### config.mk
export PLATFORM = sky130hd
export DESIGN_NAME = mbox_bridge
export DESIGN_NICKNAME = d
export VERILOG_FILES = /design/src/rtl/mbox_pkg.sv /design/src/rtl/mbox_fifo.sv /design/src/rtl/mbox_port.sv /design/src/rtl/mbox_bridge.sv
export SDC_FILE = /design/constraint.sdc
export NUM_CORES = 1
export LEC_CHECK = 0
export BUFFER_PORTS_ARGS = -buffer_cell sky130_fd_sc_hd__buf_2
export CAP_MARGIN = 25
export CORE_MARGIN = 3
export CORE_UTILIZATION = 35
export CTS_BUF_LIST = sky130_fd_sc_hd__clkbuf_16
export DETAILED_ROUTE_END_ITERATION = 10
export GPL_TIMING_DRIVEN = 0
export HOLD_SLACK_MARGIN = 0.05
export PLACE_DENSITY_LB_ADDON = 0.12
export SLEW_MARGIN = 20
export SYNTH_ARGS = -nofsm -noshare
export SYNTH_HDL_FRONTEND = slang
export SYNTH_SLANG_ARGS = --single-unit
### constraint.sdc
create_clock -name clk -period 2.95 [get_ports clk]
set_input_delay 0.4425 -clock clk [delete_from_list [all_inputs] [get_ports clk]]
set_output_delay 0.4425 -clock clk [all_outputs]
set_load 0.03 [all_outputs]
### src/rtl/mbox_pkg.sv
package mbox_pkg;
    localparam int NCH    = 4;
    localparam int DW     = 8;
    localparam int WIN_AW = 3;
    localparam int CTRL_W = 6;

    typedef logic [DW-1:0] byte_t;

    // buffer depth per channel and direction
    function automatic int chan_depth(input bit to_host, input int ch, input int deep, input int mid);
        if (ch == 0) return to_host ? deep : 1;
        if (ch == 2) return mid;
        return 1;
    endfunction

    function automatic byte_t status_byte(input logic avail, input logic space);
        return {avail, space, {(DW-2){1'b0}}};
    endfunction
endpackage

### src/rtl/mbox_fifo.sv
module mbox_fifo #(
    parameter int DEPTH = 2,
    parameter int DW    = 8
) (
    input  logic          clk,
    input  logic          rst_n,
    input  logic          push,
    input  logic          pop,
    input  logic [DW-1:0] wdata,
    output logic [DW-1:0] head,
    output logic          empty,
    output logic          full
);
    localparam int PW = (DEPTH > 1) ? $clog2(DEPTH) : 1;
    localparam int CW = $clog2(DEPTH + 1);

    typedef struct packed {
        logic [DEPTH-1:0][DW-1:0] mem;
        logic [PW-1:0]            wp;
        logic [PW-1:0]            rp;
        logic [CW-1:0]            cnt;
    } fifo_st_t;

    fifo_st_t st_d, st_q;

    function automatic logic [PW-1:0] step_ptr(input logic [PW-1:0] p);
        return (p == PW'(DEPTH - 1)) ? '0 : p + 1'b1;
    endfunction

    always_comb begin
        st_d = st_q;
        if (push) begin
            st_d.mem[st_q.wp] = wdata;
            st_d.wp           = step_ptr(st_q.wp);
        end
        if (pop) st_d.rp = step_ptr(st_q.rp);
        case ({push, pop})
            2'b10:   st_d.cnt = st_q.cnt + 1'b1;
            2'b01:   st_d.cnt = st_q.cnt - 1'b1;
            default: st_d.cnt = st_q.cnt;
        endcase
    end

    always_ff @(posedge clk or negedge rst_n) begin
        if (!rst_n) st_q <= '0;
        else        st_q <= st_d;
    end

    assign head  = st_q.mem[st_q.rp];
    assign empty = (st_q.cnt == '0);
    assign full  = (st_q.cnt == CW'(DEPTH));

    assert_no_overflow_R5: assert property (@(posedge clk) disable iff (!rst_n)
        st_q.cnt <= CW'(DEPTH));
    assert_push_has_room_R7: assert property (@(posedge clk) disable iff (!rst_n)
        push |-> !full);
    assert_pop_has_data_R8: assert property (@(posedge clk) disable iff (!rst_n)
        pop |-> !empty);
    assert_pushpop_keeps_cnt_R12: assert property (@(posedge clk) disable iff (!rst_n)
        (push && pop) |=> $stable(st_q.cnt));
endmodule

### src/rtl/mbox_port.sv
module mbox_port
    import mbox_pkg::*;
(
    input  logic                  clk,
    input  logic                  rst_n,
    input  logic                  sel_n,
    input  logic                  stb,
    input  logic                  rnw,
    input  logic [WIN_AW-1:0]     addr,
    input  logic [DW-1:0]         wdata,
    input  logic [NCH-1:0]        avail,
    input  logic [NCH-1:0]        space,
    input  logic [NCH-1:0][DW-1:0] head,
    output logic [NCH-1:0]        push,
    output logic [NCH-1:0]        pop,
    output logic                  ctrl_we,
    output logic [DW-1:0]         rdata
);
    typedef struct packed {
        logic [DW-1:0] rdata;
    } port_st_t;

    port_st_t st_d, st_q;
    logic     acc;
    logic [1:0] ch;
    logic     is_data;
    logic     unused_wdata;

    assign acc          = !sel_n && stb;
    assign ch           = addr[2:1];
    assign is_data      = addr[0];
    assign unused_wdata = ^wdata;

    always_comb begin
        st_d    = st_q;
        push    = '0;
        pop     = '0;
        ctrl_we = 1'b0;
        if (acc) begin
            if (rnw) begin
                if (!is_data)        st_d.rdata = status_byte(avail[ch], space[ch]);
                else if (avail[ch]) begin
                    st_d.rdata = head[ch];
                    pop[ch]    = 1'b1;
                end
            end else begin
                if (!is_data)        ctrl_we  = 1'b1;
                else if (space[ch])  push[ch] = 1'b1;
            end
        end
    end

    always_ff @(posedge clk or negedge rst_n) begin
        if (!rst_n) st_q <= '0;
        else        st_q <= st_d;
    end

    assign rdata = st_q.rdata;

    assert_idle_no_effect_R3: assert property (@(posedge clk) disable iff (!rst_n)
        !acc |-> (push == '0 && pop == '0 && !ctrl_we));
    assert_rdata_held_R11: assert property (@(posedge clk) disable iff (!rst_n)
        !(acc && rnw) |=> $stable(rdata));
    assert_one_hot_access_R4: assert property (@(posedge clk) disable iff (!rst_n)
        $onehot0({push, pop, ctrl_we}));
endmodule

### src/rtl/mbox_bridge.sv
module mbox_bridge
    import mbox_pkg::*;
#(
    parameter int HOST_AW  = 8,
    parameter int DEEP_LEN = 24,
    parameter int MID_LEN  = 2
) (
    input  logic               clk,
    input  logic               rst_n,
    input  logic               h_sel_n,
    input  logic               h_rnw,
    input  logic               h_stb,
    input  logic [HOST_AW-1:0] h_addr,
    input  logic [DW-1:0]      h_wdata,
    output logic [DW-1:0]      h_rdata,
    input  logic               c_sel_n,
    input  logic               c_rnw,
    input  logic               c_stb,
    input  logic [WIN_AW-1:0]  c_addr,
    input  logic [DW-1:0]      c_wdata,
    output logic [DW-1:0]      c_rdata,
    output logic               irq_n
);
    logic [NCH-1:0]         h2c_push, h2c_pop, h2c_empty, h2c_full;
    logic [NCH-1:0]         c2h_push, c2h_pop, c2h_empty, c2h_full;
    logic [NCH-1:0][DW-1:0] h2c_head, c2h_head;
    logic                   h_ctrl_we, c_ctrl_we;
    logic                   unused_hi_addr;

    assign unused_hi_addr = ^h_addr[HOST_AW-1:WIN_AW];

    for (genvar k = 0; k < NCH; k++) begin : g_chan
        mbox_fifo #(.DEPTH(chan_depth(1'b0, k, DEEP_LEN, MID_LEN)), .DW(DW)) u_to_client (
            .clk(clk), .rst_n(rst_n), .push(h2c_push[k]), .pop(h2c_pop[k]),
            .wdata(h_wdata), .head(h2c_head[k]), .empty(h2c_empty[k]), .full(h2c_full[k]));
        mbox_fifo #(.DEPTH(chan_depth(1'b1, k, DEEP_LEN, MID_LEN)), .DW(DW)) u_to_host (
            .clk(clk), .rst_n(rst_n), .push(c2h_push[k]), .pop(c2h_pop[k]),
            .wdata(c_wdata), .head(c2h_head[k]), .empty(c2h_empty[k]), .full(c2h_full[k]));
    end

    mbox_port u_host (
        .clk(clk), .rst_n(rst_n), .sel_n(h_sel_n), .stb(h_stb), .rnw(h_rnw),
        .addr(h_addr[WIN_AW-1:0]), .wdata(h_wdata),
        .avail(~c2h_empty), .space(~h2c_full), .head(c2h_head),
        .push(h2c_push), .pop(c2h_pop), .ctrl_we(h_ctrl_we), .rdata(h_rdata));

    mbox_port u_client (
        .clk(clk), .rst_n(rst_n), .sel_n(c_sel_n), .stb(c_stb), .rnw(c_rnw),
        .addr(c_addr), .wdata(c_wdata),
        .avail(~h2c_empty), .space(~c2h_full), .head(h2c_head),
        .push(c2h_push), .pop(h2c_pop), .ctrl_we(c_ctrl_we), .rdata(c_rdata));

    typedef struct packed {
        logic [CTRL_W-1:0] ctrl;
    } top_st_t;

    top_st_t st_d, st_q;
    logic    unused_ctrl_hi;

    always_comb begin
        st_d = st_q;
        if (h_ctrl_we)      st_d.ctrl = h_wdata[CTRL_W-1:0];
        else if (c_ctrl_we) st_d.ctrl = c_wdata[CTRL_W-1:0];
    end

    always_ff @(posedge clk or negedge rst_n) begin
        if (!rst_n) st_q <= '0;
        else        st_q <= st_d;
    end

    assign unused_ctrl_hi = ^st_q.ctrl[CTRL_W-1:NCH];
    assign irq_n = ~|(st_q.ctrl[NCH-1:0] & ~h2c_empty);

    assert_host_ctrl_wins_R9: assert property (@(posedge clk) disable iff (!rst_n)
        (h_ctrl_we && c_ctrl_we) |=> st_q.ctrl == $past(h_wdata[CTRL_W-1:0]));
    assert_irq_fall_cause_R10: assert property (@(posedge clk) disable iff (!rst_n)
        $fell(irq_n) |-> ($past(|h2c_push) || $past(h_ctrl_we || c_ctrl_we)));
    assert_irq_rise_cause_R10: assert property (@(posedge clk) disable iff (!rst_n)
        $rose(irq_n) |-> ($past(|h2c_pop) || $past(h_ctrl_we || c_ctrl_we)));
endmodule

Word level (Yosys, flattened, before mapping)
Cells that the tools add are included.

operators by class
  $lt $le $gt $ge = 28
  mux-type cells = 98
  equality and inequality tests = 23
  add/sub/neg operators = 32
  reductions and logical operators = 30
  bitwise gates (word level) = 10

operators by type and width
  operator                                                                      number
  192-bit bitwise mux                                                           1
  8-bit 2-to-1 mux                                                              24
  4-bit 2-to-1 mux                                                              18
  8-bit binary-select mux with 5-bit select                                     1
  8-bit bitwise mux                                                             5
  8-bit demux with 5-bit select                                                 1
  8-bit binary-select mux with 2-bit select                                     2
  16-bit bitwise mux                                                            2
  1-bit 2-to-1 mux                                                              26
  2-bit == test, second input constant                                          10
  1-bit adder, second input constant                                            19
  2-bit nonzero test                                                            9
  8-bit demux with 1-bit select                                                 2
  2-bit by 1-bit == test with 1-bit output, second input constant               8
  4-bit inverter                                                                4
  5-bit by 1-bit adder with 5-bit output, second input constant                 3
  5-bit == test, second input constant                                          3
  1-bit logical AND                                                             12
  5-bit by 6-bit less-than comparator with 1-bit output, second input constant  2
  1-bit less-than comparator, second input constant                             10
  5-bit 2-to-1 mux                                                              2
  1-bit case mux with 2 select lines                                            5
  5-bit case mux with 2 select lines                                            1
  1-bit binary-select mux with 2-bit select                                     4
  19 further kinds                                                              47

word-level totals
  bits of input ports = 35
  register bits after elaboration = 322
  logic and storage cells = 281

Logic depth before layout (Yosys ltp)
  depth in word-level cells = 10
  depth in mapped cells = 13
  gate-level depth less buffers = 11

Hierarchy
A second synthesis with hierarchy kept.

second synthesis, totals
  cell total of the unflattened synthesis = 1099
  area, all modules = 15218.3 um2

modules (own cells, without submodules)
  module                                  area an instance (um2)  times used  cells each
  mbox_fifo at g_chan[0].u_to_host        9838.2                  1           694
  mbox_fifo at g_chan[0].u_to_client ...  354.1                   5           20
  mbox_fifo at g_chan[2].u_to_client ...  867.1                   2           57
  mbox_port                               789.5                   2           77
  mbox_bridge                             296.5                   1           37

Least setup slack after synthesis
OpenSTA, ideal clock, no wires.

  path type = input -> register
  start = in c_addr[2]
  end = reg g_chan[0].u_to_host.st_q[4] in the netlist's numbering
  data arrival time = 2.766 ns
  stages = 13
  library setup time = 0.125 ns
  data required time = 2.825 ns
  slack = 0.058 ns
  cells stage by stage = buf_2 -> nor2_1 -> a32oi_1 -> and4_1 -> buf_6 -> inv_6 -> ha_1 -> fa_1 -> a21o_1 -> a21oi_1 -> xor2_1 -> nor2_1 -> xor2_1

between the ends
  word-level cells in the longest chain between the ends = 10
  elaborated cells on any way between the ends = 15
  classes of those cells = 2 x order compare; 2 x eq/ne; 9 x mux; 2 x reduce/logical

ends and longest elaborated chain
  item                                                                                                                                           line               RTL
  start, declared                                                                                                                                mbox_bridge.sv:19  input logic [WIN_AW-1:0] c_addr,
  2-bit by 3-bit less-than comparator with 1-bit output (implied by the code) or 2-bit by 1-bit >= comparator with 1-bit output (tied branches)  mbox_port.sv:48    else if (space[ch]) push[ch] = 1'b1;
  1-bit logical AND (implied by the code)                                                                                                        mbox_port.sv:48
  1-bit 2-to-1 mux (implied by the code)                                                                                                         mbox_port.sv:48
  1-bit demux with 2-bit select                                                                                                                  n/a
  4-bit 2-to-1 mux *                                                                                                                             mbox_port.sv:48
  4-bit 2-to-1 mux *                                                                                                                             mbox_port.sv:47    if (!is_data) ctrl_we = 1'b1;
  4-bit 2-to-1 mux *                                                                                                                             mbox_port.sv:40    if (rnw) begin
  4-bit 2-to-1 mux *                                                                                                                             mbox_port.sv:39    if (acc) begin
  2-bit by 1-bit == test with 1-bit output or 2-bit == test (tied branches)                                                                      mbox_fifo.sv:37    case ({push, pop})
  5-bit case mux with 2 select lines or 2-bit nonzero test (tied branches)                                                                       n/a
  end signal, assigned                                                                                                                           mbox_fifo.sv:46    else st_q <= st_d;
  end, declared                                                                                                                                  mbox_fifo.sv:24    fifo_st_t st_d, st_q;

Every way passes the cells marked *; elsewhere a longest branch is shown, timed or not. The select of a mux whose other input is x is not followed.
A chain may end at the register's enable or synchronous reset.

Worst setup path in the final report
  start = reg g_chan[0].u_to_host.st_q[6] in the netlist's numbering
  end = reg u_host.st_q, in the netlist u_host.rdata[2]

between the ends
  word-level cells in the longest chain between the ends = 6

ends and longest elaborated chain
  item                                       line             RTL
  8-bit binary-select mux with 5-bit select  mbox_fifo.sv:49  assign head = st_q.mem[st_q.rp];
  8-bit 2-to-1 mux (implied by the code)     mbox_fifo.sv:49
  8-bit binary-select mux with 2-bit select  mbox_port.sv:43  st_d.rdata = head[ch];
  8-bit 2-to-1 mux (implied by the code)     mbox_port.sv:43
  8-bit 2-to-1 mux                           mbox_port.sv:42  else if (avail[ch]) begin
  8-bit 2-to-1 mux                           mbox_port.sv:41  if (!is_data) st_d.rdata = status_byte(avail[ch], space[ch]);
  end signal, assigned                       mbox_port.sv:55  else st_q <= st_d;
  end, declared                              mbox_port.sv:23  port_st_t st_d, st_q;

Every way passes these cells. The select of a mux whose other input is x is not followed.

==> qor.csv <==
stage;metric;value;unit
outcome;status;finished, final reports clean;
worst_setup_path;Arr. time, crit path;3280;ps
die;initial core utilization;0.357;
cells_and_area;antenna cells;0;
logic_synthesis;Distinct cells, synth;61;
route;Antenna Nets Post-Route;0;
pwr;PD cells;655;mW/mm²
timing;Worst-Margin Slew;1020;ps
global_routing;number of global-route vias before repair;8971;
cells_and_area;layout cells sized above 1;0.436;
placed_design;Placed Area;0.0156;mm²
pwr;peak supply drop;0.000425;V
logic_synthesis;Synth Warn #;0;
logic_synthesis;flops & latches, synth;312;
worst_setup_path;Critical Path End Type;flip-flop;
global_routing;total grt overflow;0;
timing;Slew HR;0.317;
die;Core ar.;0.0411;mm²
worst_setup_path;Worst path most repeated cell;buf_2;
pwr;overall power;11.0;mW
clocking;CTS Root Cell;clkbuf_16;
route;post-DR vias/cell;5.25;
worst_setup_path;critical path's largest stage delay;380;ps
global_routing;first-pass GRT wire length;58.6;mm
timing;Period minus WS final;2860;ps
logic_synthesis;number of synthesized flops with an enable pin;0;
timing;final-report hold violation count;0;
timing;FMAX;0.349;GHz
timing;clk_skew;16.5;ps
route;WL per Instance;23.3;µm
logic_synthesis;Mapped Area;0.0147;mm²
placed_design;Post-Place Worst Slack;-406;ps
worst_setup_path;crit path kind;reg -> reg;
die;die area;0.0445;mm²
placed_design;hpwl dp;26.1;mm
hold_path;Hold WC Path Type;in -> reg;
global_routing;antenna violations before repair;0;
route;vias after detailed routing;8633;
timing;Final setup viols;0;
clocking;Clk pin slew, worst setup/hold paths;60;ps
logic_synthesis;ys async rst share;1.00;
timing;Final period util;0.971;
die;Die X;211;µm
clocking;TritonCTS clock tree;built;
clocking;TritonCTS Buffers;38;
route;Post-Route WL;38.4;mm
die;placement row count;74;
worst_setup_path;Worst EP required;3370;ps
clocking;Clk Latency, worst-skew pair;540;ps
cells_and_area;fin area;0.0169;mm²
route;# DRC;0;
global_routing;largest net degree at the start of global routing;96;
global_routing;GR Util All Layers;0.177;
logic_synthesis;post-synthesis cell count;1004;
timing;Hold Slack;199;ps
timing;RSZ-0062 raised after global routing;false;
logic_synthesis;Syn Area/Cell;14.6;µm²
die;height of the chip;211;µm
route;DRT iter0 DRCs;420;
logic_synthesis;syn nets;1051;
placed_design;port bufs;36;
cells_and_area;area delta synth->final;14.8;%
cells_and_area;Fillers;3879;
worst_setup_path;CP max stage cell;dfrtp_1;
die;I/O Pins;52;
worst_setup_path;critical path's top delay family;buffers and inverters;
pwr;LEAKAGE;7.91;nW
logic_synthesis;ys flop type;dfrtp_1;
timing;final slew viol count;0;
timing;Worst Setup Slack, final;86.9;ps
cells_and_area;leading cell type in the layout, fill and taps excluded;dfrtp_1;
worst_setup_path;Worst Path Buf+Inv;3;
worst_setup_path;Crit Path Max Fanout;10;
route;First-pass DRT Iterations;4;
placed_design;gp weighted congestion;0.780;
worst_setup_path;kind of start point of the critical path;flip-flop;
cells_and_area;most frequent cells in the layout;311 x dfrtp_1, 283 x mux2_2, 58 x mux4_2, 47 x buf_2;
logic_synthesis;sequential share of the synthesized area;0.532;
clocking;clock sink count;312;
clocking;clock buffer depth;3;
worst_setup_path;critical-path cell list;buf_2 -> buf_2 -> clkbuf_2 -> mux4_2 -> mux2i_1 -> o22ai_1 -> a221o_1;
cells_and_area;fin nets;1134;
clocking;H-tree depth;2;
job;max cap viols;0;
[routing by layer]
metal  routed length, µm  track usage
met1               18000        0.252
met2               18000        0.282
met3                1640       0.0270
met4                 779       0.0513
met5                   0            0
[synthesized netlist by cell type (2+ instances only)]
library cell | instances | share of area
nor2b_1 | 10 | 0.0043
inv_1 | 8 | 0.0020
o221ai_1 | 2 | 0.0012
nor2_1 | 14 | 0.0036
o22ai_1 | 8 | 0.0034
and3b_1 | 5 | 0.0030
mux2i_1 | 27 | 0.018
nand2_1 | 39 | 0.010
buf_1 | 10 | 0.0026
nor2_2 | 4 | 0.0017
buf_2 | 12 | 0.0041
o21ai_0 | 18 | 0.0061
a31oi_1 | 5 | 0.0021
o22a_1 | 7 | 0.0042
o2111ai_1 | 2 | 0.0012
mux2_2 | 283 | 0.22
xnor2_1 | 10 | 0.0060
and3_1 | 6 | 0.0026
nor3_1 | 3 | 0.0010
a2111oi_0 | 2 | 0.0012
nor4b_1 | 2 | 0.0012
dfrtp_1 | 312 | 0.53
clkbuf_1 | 39 | 0.010
buf_6 | 2 | 0.0015
buf_4 | 4 | 0.0020
nand3b_1 | 2 | 0.0010
nor3b_1 | 5 | 0.0026
nand4_1 | 4 | 0.0017
nor3_4 | 5 | 0.0055
ha_1 | 11 | 0.0094
nand4_2 | 4 | 0.0034
a21oi_1 | 7 | 0.0024
mux4_2 | 58 | 0.089
xor2_1 | 7 | 0.0042
a211oi_1 | 2 | 0.0010
nand2b_1 | 8 | 0.0034
a32oi_1 | 2 | 0.0012
a221o_1 | 7 | 0.0048
nand3_1 | 9 | 0.0031
a21o_1 | 4 | 0.0020
o32a_1 | 2 | 0.0014
and2_1 | 3 | 0.0013
nand3_2 | 12 | 0.0082
[power breakdown]
group / internal [mW] / total [mW] / switching [mW]
logic: 0.733 / 1.68 / 0.943
registers: 4.67 / 4.93 / 0.260
clock network: 2.64 / 4.44 / 1.80
[metrics by stage]
step	setup TNS, ps	std cells	utilization
detailed placement	-1640	1576	0.380
CTS	0	1643	0.409
floorplan	0	1004	-
finish	0	1645	0.410
global route	0	1645	0.410
global placement	-1544140	1572	0.378
[repair_timing]
item,4_1_cts,5_1_grt
hold buffers,1,0
pin swaps,0,3
resized for setup,6,7
setup endpoints to repair,7,6
gates cloned,0,0
hold endpoints to repair,61,0
buffers inserted,0,2
[layout make-up]
type                            count  area, µm²  area share
Timing Repair Buffer               43        303      0.0180
Sequential cell                   312       7810       0.463
Clock inverter                     27        191      0.0114
Buffer                             68        325      0.0193
Multi-Input combinational cell    615       6560       0.389
Tap cell                          532        666      0.0395
Inverter                            9       38.8     0.00230
Clock buffer                       39        976      0.0579
[sequential cells by signal, summed over array words and instances, names as in the netlist]
signal	cells
g_chan.u_to_host.full	2
g_chan.u_to_client.full	3
u_host.rdata	8
g_chan.u_to_client.st_q	44
g_chan.u_to_host.st_q	243
u_client.rdata	8
st_q	4
[path summary, 6_finish.rpt]
| path | from | to | slack (ps) | depth (start not counted) |
|---|---|---|---|---|
| hold / removal | h_wdata[6] | g_chan[0].u_to_client.st_q[9] | 200 | 2 |
| hold reg to reg | u_client.rdata[6] | u_client.rdata[6] | 470 | 1 |
| max in group asynchronous | rst_n | g_chan[0].u_to_host.st_q[153] | 1180 | 4 |
| min in group asynchronous | rst_n | g_chan[0].u_to_host.st_q[1] | 430 | 2 |
| setup reg to reg | g_chan[0].u_to_host.st_q[6] | u_host.rdata[2] | 90 | 7 |
| setup / recovery | g_chan[0].u_to_host.st_q[6] | u_host.rdata[2] | 90 | 7 |
[kinds of logic (layout without fill, tap and decap cells)]
logic type | count (synthesis) | count (layout) | synth area share
buffers and inverters | 77 | 186 | 0.0239
AOI/OAI and AO/OA | 77 | 77 | 0.0384
muxes | 368 | 368 | 0.324
xor gates and xnor gates | 17 | 17 | 0.0101
and+or+nand+nor | 141 | 141 | 0.0609
DFF | 312 | 312 | 0.532
adders and majority gates | 12 | 12 | 0.0107
[worst register-to-register path: cells and delay by family, from the launching register on]
family	cells	cell delay [ps]
flip-flops	1	380
buffers and inverters	3	1110
multiplexers	2	770
AO/OA/AOI/OAI	2	500
Note: power is estimated with default switching activity, not from simulation.
